<file path="src/rtl/steer_pkg.sv">
package steer_pkg;

  // Destination chosen for one buffer slot in the current cycle
  typedef enum logic [1:0] {
    ROUTE_NONE = 2'd0,
    ROUTE_CPLX = 2'd1,
    ROUTE_SIMP = 2'd2,
    ROUTE_USEQ = 2'd3
  } route_e;

endpackage

</file>
<file path="src/rtl/steer_pick.sv">
// Combinational group selection: in-order, strength-aware
module steer_pick #(
  parameter int NSIMP    = 2,
  parameter int CW       = 5,
  parameter int CPLX_MAX = 4,
  localparam int NS      = NSIMP + 1,
  localparam int TW      = $clog2(NS + 1)
) (
  input  logic                   busy,
  input  logic [NS-1:0]          vld,
  input  logic [NS*CW-1:0]       cnt,
  output steer_pkg::route_e      route [NS],
  output logic [CW-1:0]          lead_cnt,
  output logic [TW-1:0]          take
);
  import steer_pkg::*;

  logic [CW-1:0] eff [NS];
  logic [NS-1:0] go;
  logic [NS-1:0] cont;

  // A zero count behaves as a single micro-op
  generate
    for (genvar k = 0; k < NS; k++) begin : g_eff
      assign eff[k] = (cnt[k*CW +: CW] == '0) ? CW'(1) : cnt[k*CW +: CW];
    end
  endgenerate

  assign lead_cnt = eff[0];

  // Oldest slot: strong decoder or microsequencer
  assign go[0]   = vld[0] && !busy;
  assign cont[0] = go[0] && (eff[0] <= CW'(CPLX_MAX));
  assign route[0] = !go[0]  ? ROUTE_NONE :
                    cont[0] ? ROUTE_CPLX : ROUTE_USEQ;

  // Younger slots: single-micro-op only, and only behind a taken run
  generate
    for (genvar k = 1; k < NS; k++) begin : g_young
      assign go[k]    = cont[k-1] && vld[k] && (eff[k] == CW'(1));
      assign cont[k]  = go[k];
      assign route[k] = go[k] ? ROUTE_SIMP : ROUTE_NONE;
    end
  endgenerate

  assign take = TW'($countones(go));

endmodule

</file>
<file path="src/rtl/steer_useq.sv">
// Microsequencer occupancy: emits RATE micro-ops per cycle
module steer_useq #(
  parameter int CW   = 5,
  parameter int RATE = 4
) (
  input  logic          clk,
  input  logic          rst,
  input  logic          start,
  input  logic [CW-1:0] start_cnt,
  output logic          busy,
  output logic [CW-1:0] emit
);
  logic [CW-1:0] rem;

  assign busy = (rem != '0);
  assign emit = (rem > CW'(RATE)) ? CW'(RATE) : rem;

  always_ff @(posedge clk) begin
    if (rst)        rem <= '0;
    else if (start) rem <= start_cnt - CW'(RATE);
    else if (busy)  rem <= rem - emit;
  end

endmodule

</file>
<file path="src/rtl/steer_unit.sv">
module steer_unit #(
  parameter int NSIMP     = 2,
  parameter int CW        = 5,
  parameter int CPLX_MAX  = 4,
  parameter int USEQ_RATE = 4,
  localparam int NS       = NSIMP + 1,
  localparam int TW       = $clog2(NS + 1),
  localparam int PEAK     = ((CPLX_MAX > USEQ_RATE) ? CPLX_MAX : USEQ_RATE) + NSIMP,
  localparam int UW       = $clog2(PEAK + 1)
) (
  input  logic             clk,
  input  logic             rst,
  input  logic [NS-1:0]    slot_vld,
  input  logic [NS*CW-1:0] slot_cnt,
  output logic [TW-1:0]    take_cnt,
  output logic             dec_cplx,
  output logic [NSIMP-1:0] dec_simp,
  output logic             dec_useq,
  output logic [UW-1:0]    uop_total
);
  import steer_pkg::*;

  route_e        route [NS];
  logic [CW-1:0] lead_cnt;
  logic [TW-1:0] take_raw;
  logic          useq_busy;
  logic [CW-1:0] useq_emit;
  logic          useq_start;

  steer_pick #(.NSIMP(NSIMP), .CW(CW), .CPLX_MAX(CPLX_MAX)) u_pick (
    .busy     (useq_busy),
    .vld      (slot_vld),
    .cnt      (slot_cnt),
    .route    (route),
    .lead_cnt (lead_cnt),
    .take     (take_raw)
  );

  assign useq_start = (route[0] == ROUTE_USEQ) && !rst;

  steer_useq #(.CW(CW), .RATE(USEQ_RATE)) u_useq (
    .clk       (clk),
    .rst       (rst),
    .start     (useq_start),
    .start_cnt (lead_cnt),
    .busy      (useq_busy),
    .emit      (useq_emit)
  );

  assign take_cnt = rst ? '0 : take_raw;

  // Next-cycle view of this cycle's decisions
  logic             nx_cplx;
  logic [NSIMP-1:0] nx_simp;
  logic             nx_useq;
  logic [UW-1:0]    nx_uops;

  generate
    for (genvar k = 0; k < NSIMP; k++) begin : g_simp
      assign nx_simp[k] = (route[k+1] == ROUTE_SIMP);
    end
  endgenerate

  assign nx_cplx = (route[0] == ROUTE_CPLX);
  assign nx_useq = useq_start || useq_busy;

  always_comb begin
    nx_uops = UW'($countones(nx_simp));
    if (nx_cplx)    nx_uops = nx_uops + UW'(lead_cnt);
    if (useq_start) nx_uops = nx_uops + UW'(USEQ_RATE);
    if (useq_busy)  nx_uops = nx_uops + UW'(useq_emit);
  end

  always_ff @(posedge clk) begin
    if (rst) begin
      dec_cplx  <= 1'b0;
      dec_simp  <= '0;
      dec_useq  <= 1'b0;
      uop_total <= '0;
    end else begin
      dec_cplx  <= nx_cplx;
      dec_simp  <= nx_simp;
      dec_useq  <= nx_useq;
      uop_total <= nx_uops;
    end
  end

endmodule

</file>
<file path="config.mk">
export PLATFORM = sky130hd
export DESIGN_NAME = steer_unit
export DESIGN_NICKNAME = d
export VERILOG_FILES = /design/src/rtl/steer_pkg.sv /design/src/rtl/steer_pick.sv /design/src/rtl/steer_useq.sv /design/src/rtl/steer_unit.sv
export SDC_FILE = /design/constraint.sdc
export NUM_CORES = 1
export LEC_CHECK = 0
export BUFFER_PORTS_ARGS = -buffer_cell sky130_fd_sc_hd__buf_2
export CAP_MARGIN = 0
export CORE_UTILIZATION = 42
export DETAILED_ROUTE_END_ITERATION = 6
export PLACE_DENSITY = 0.7
export SYNTH_ARGS = -nofsm -noshare
export SYNTH_HDL_FRONTEND = slang
export SYNTH_HIERARCHICAL = 1
export SYNTH_SLANG_ARGS = --single-unit
</file>
<file path="constraint.sdc">
create_clock -name clk -period 11.85 [get_ports clk]
set_input_delay 1.185 -clock clk [delete_from_list [all_inputs] [get_ports clk]]
set_output_delay 1.185 -clock clk [all_outputs]
set_load 0.01 [all_outputs]
</file>
; Word-level counts from Yosys, hierarchy flattened
; Cells that the tools add are included.
[totals]
ff_bits = 12
[op_classes]
add_sub_neg = 8
magnitude_cmp = 2
n_eq_ne = 6
muxes = 14
reduce_logical = 15
[op_table]
columns = operator, count
row1 = $mux W5, 6
row2 = $logic_not A5 Y1, 3
row3 = $eq A5 B1 Y1 const B, 2
row4 = $mux W2, 5
row5 = $mux W3, 3
row6 = $logic_and A1 B1 Y1, 7
row7 = $eq A2 B2 Y1 const B, 3
row8 = $gt A5 B3 Y1 const B, 1
row9 = $le A5 B3 Y1 const B, 1
row10 = $reduce_bool A5 Y1, 1
row11 = $sub A5 B3 Y5 const B, 1
row12 = $sub A5 B5 Y5, 1
row13 = $add A1 B1 Y2, 2
row14 = $add A2 B3 Y3, 1
row15 = $add A3 B3 Y3, 1
row16 = $add A3 B3 Y3 const B, 1
row17 = $add A2 B1 Y2, 1
row18 = $eq A2 B1 Y1 const B, 1
row19 = $logic_not A1 Y1, 2
row20 = $reduce_bool A2 Y1, 1
row21 = $logic_or A1 B1 Y1, 1

; Logic depth before layout (Yosys ltp)
[depth]
depth_word = 17
depth_mapped = 18
mapped_depth_nobuf = 17

; Modules after synthesis
; Netlist, hierarchy kept.
[by_module_without_submodules]
columns = mod, n_inst, cells_each, area_each_um2, seq_area_each_um2
row1 = steer_unit, 1, 45, 431.7, 140.1
row2 = steer_useq, 1, 45, 362.8, 100.1
row3 = steer_pick, 1, 24, 143.9, 0.0

; Least setup slack after synthesis
; Ideal clock, no wire load.
[synth_timing]
path_kind = in2reg
start = in slot_cnt[6]
end = reg uop_total[2]
t_arrival_ps = 3875
required_ps = 11721
path_slack_ps = 7846
path_stages = 14
n_path_buf = 0
path_cell_list = nor4bb_1 and4_2 and3_1 nor2b_4 xnor2_1 ha_1 inv_1 fa_1 mux2_4 fa_1 xnor2_1 nand2_1 xnor2_1 nor2_1
[synth_lines]
columns = element, line_no
row1 = "start, declared", steer_unit.sv:14  ; input logic [NS*CW-1:0] slot_cnt,
row2 = "end signal, assigned", steer_unit.sv:84  ; uop_total <= nx_uops;
row3 = "end, declared", steer_unit.sv:19  ; output logic [UW-1:0] uop_total

==> impl_metrics.yaml <==
setup_path:
  crit_type: "reg2reg"
  rr_worst_depth: 16
  critPathArrivalTime_ns: 4.30
  worstReg2RegEnd: "uop_total[2]"
  rr_startpoint: "u_useq/rem[1]"
  ff2ff_setup_slack_ns: 7.70
  start_kind: "flip-flop"
  crit_required_ns: 12.00
  endpoint_kind: "flip-flop"
  crit_fanout: 7
timing:
  rsz0062_at_grt: "false"
  timing.final.crit_share: 0.350
  setup-tns-final_ns: 0
  setup_viol: 0
  fin_worst_skew_ns: 0.0150
  fmax_ghz: 0.241
  setup_slack_ns: 7.70
  worstMarginPinSlew_ns: 0.573
  relSlewSlack: 0.616
  drv_slew: 0
  period_needed_ns: 4.15
  hold_violations: 0
place:
  pre_cts_ws_ns: 7.52
  gp_congestion: 0.804
  hpwl_mm: 1.43
  dp_cells: 156
  io_buffers: 26
hold_path:
  hold_class: "reg2reg"
  worstHoldStart: "u_useq/rem[0]"
  whs_endpoint: "u_useq/rem[0]"
  whs_path_depth: 2
power_and_ir_drop:
  leakage_uw: 0.000499
  powerDensity_mw_per_mm2: 132
  peakVddDrop_uv: 66.1
  p_total_uw: 140
clock_tree:
  post_cts_buffers: 0
  htreeDepth: 1
  tritoncts: "done"
  cts-root-buf: "clkbuf_4"
  cts.clk_slew.worst_paths_ns: 0.09
  cts_buffers: 3
  cts_buffer_depth: 2
  cts_resized: 0
  clk_latency_ns: 0.28
  postCtsHoldBufs: 0
  clock_sinks: 12
global_routing:
  grt_start_max_net_pins: 17
  grt_pass1_wl_mm: 3.10
  grt_pass1_vias: 741
  grt_antenna_before_repair: 0
  gr-total-overflow: 0
  track_usage: 0.173
final_layout:
  fin_nets: 161
  instances_no_fill: 159
  layout_commonest_cell: "buf_2"
  drive_above_1_share: 0.303
  antenna_cells: 0
  num-fill-cells: 205
  area_growth_syn_to_layout_pct: 15.4
  final_cell_mix: "buf_2, inv_1, dfxtp_1"
logic_synthesis:
  syn-cell-area_um2: 920
  synth.avg_cell_area_um2: 8.28
  ys_warn_count: 6
  netlist_instances: 111
route:
  vias: 782
  drc: 0
  detail-route-antenna-nets: 0
  drtPass1Iterations: 4
  drt-total-wl_mm: 1.79
  drtIter0Drc: 28
  viasPerCell: 4.92
  wire_per_inst_um: 11.2
status:
  status: "finished, final reports clean"
die:
  die_w_um: 48.8
  ios: 29
  fp.dieH_um: 48.8
  die-area_mm2: 0.00238
  start_util: 0.459
  rows: 16
  core_area_mm2: 0.00200
run:
  maxCapViolCount: 0
-- where the power goes --
| group | switching, µW | internal (µW) | leakage [µW] |
|---|---|---|---|
| combinational | 33.5 | 28.0 | 0.000388 |
| clock | 14.0 | 11.8 | 0.0000138 |
| sequential | 4.72 | 47.7 | 0.0000979 |
| total | 52.3 | 87.4 | 0.000499 |
-- worst max-delay path by stage --
stage                  start            to  slack [ns]  cells after the start
3_3_place_gp     slot_cnt[6]  uop_total[2]        7.60                     15
4_1_cts        u_useq/rem[2]  uop_total[2]        7.70                     16
5_1_grt        u_useq/rem[2]  uop_total[2]        7.40                     16
3_5_place_dp     slot_cnt[6]  uop_total[2]        7.52                     15
2_1_floorplan    slot_cnt[6]  uop_total[2]        7.85                     14
6_report       u_useq/rem[1]  uop_total[2]        7.70                     16
-- per-stage QoR --
step            util  hold slack [ns]  area (µm²)
2_1_floorplan      -            0.459         923
3_3_place_gp   0.519            0.494        1040
6_report       0.530            0.533        1060
5_1_grt        0.530            0.557        1060
4_1_cts        0.530            0.530        1060
3_5_place_dp   0.519            0.518        1040
-- layer usage --
metal	vias up	track usage	wire [µm]
li1	401	-	-
met1	350	0.201	829
met2	27	0.282	829
met3	4	0.0436	83
met4	0	0.108	45
met5	-	0	0
-- registers in the layout (all words and copies together) (netlist names) --
register	count
u_useq/rem	5
uop_total	3
dec_simp	2
dec_cplx	1
dec_useq	1
-- worst max-delay path, cell delays in order (launching register included) --
cell and delay [ns]:
dfxtp_1 0.37, or3_4 0.39, or2_1 0.31, nor4bb_1 0.26, and4_2 0.32, and3_1 0.20
nor2b_4 0.20, xnor2_1 0.17, ha_1 0.19, inv_1 0.05, fa_1 0.43, mux2_4 0.30
fa_1 0.40, xnor2_1 0.15, nand2_1 0.08, xnor2_1 0.14, nor2_1 0.05
-- final cells by class --
class / count / area [µm²] / area share
clock buffer: 3 / 22.5 / 0.0212
inverter: 14 / 52.6 / 0.0495
multi-input combinational: 77 / 582 / 0.548
sequential: 12 / 240 / 0.226
tap: 27 / 33.8 / 0.0318
timing repair buffer: 26 / 130 / 0.123
Power figures use the tool's default switching activity.
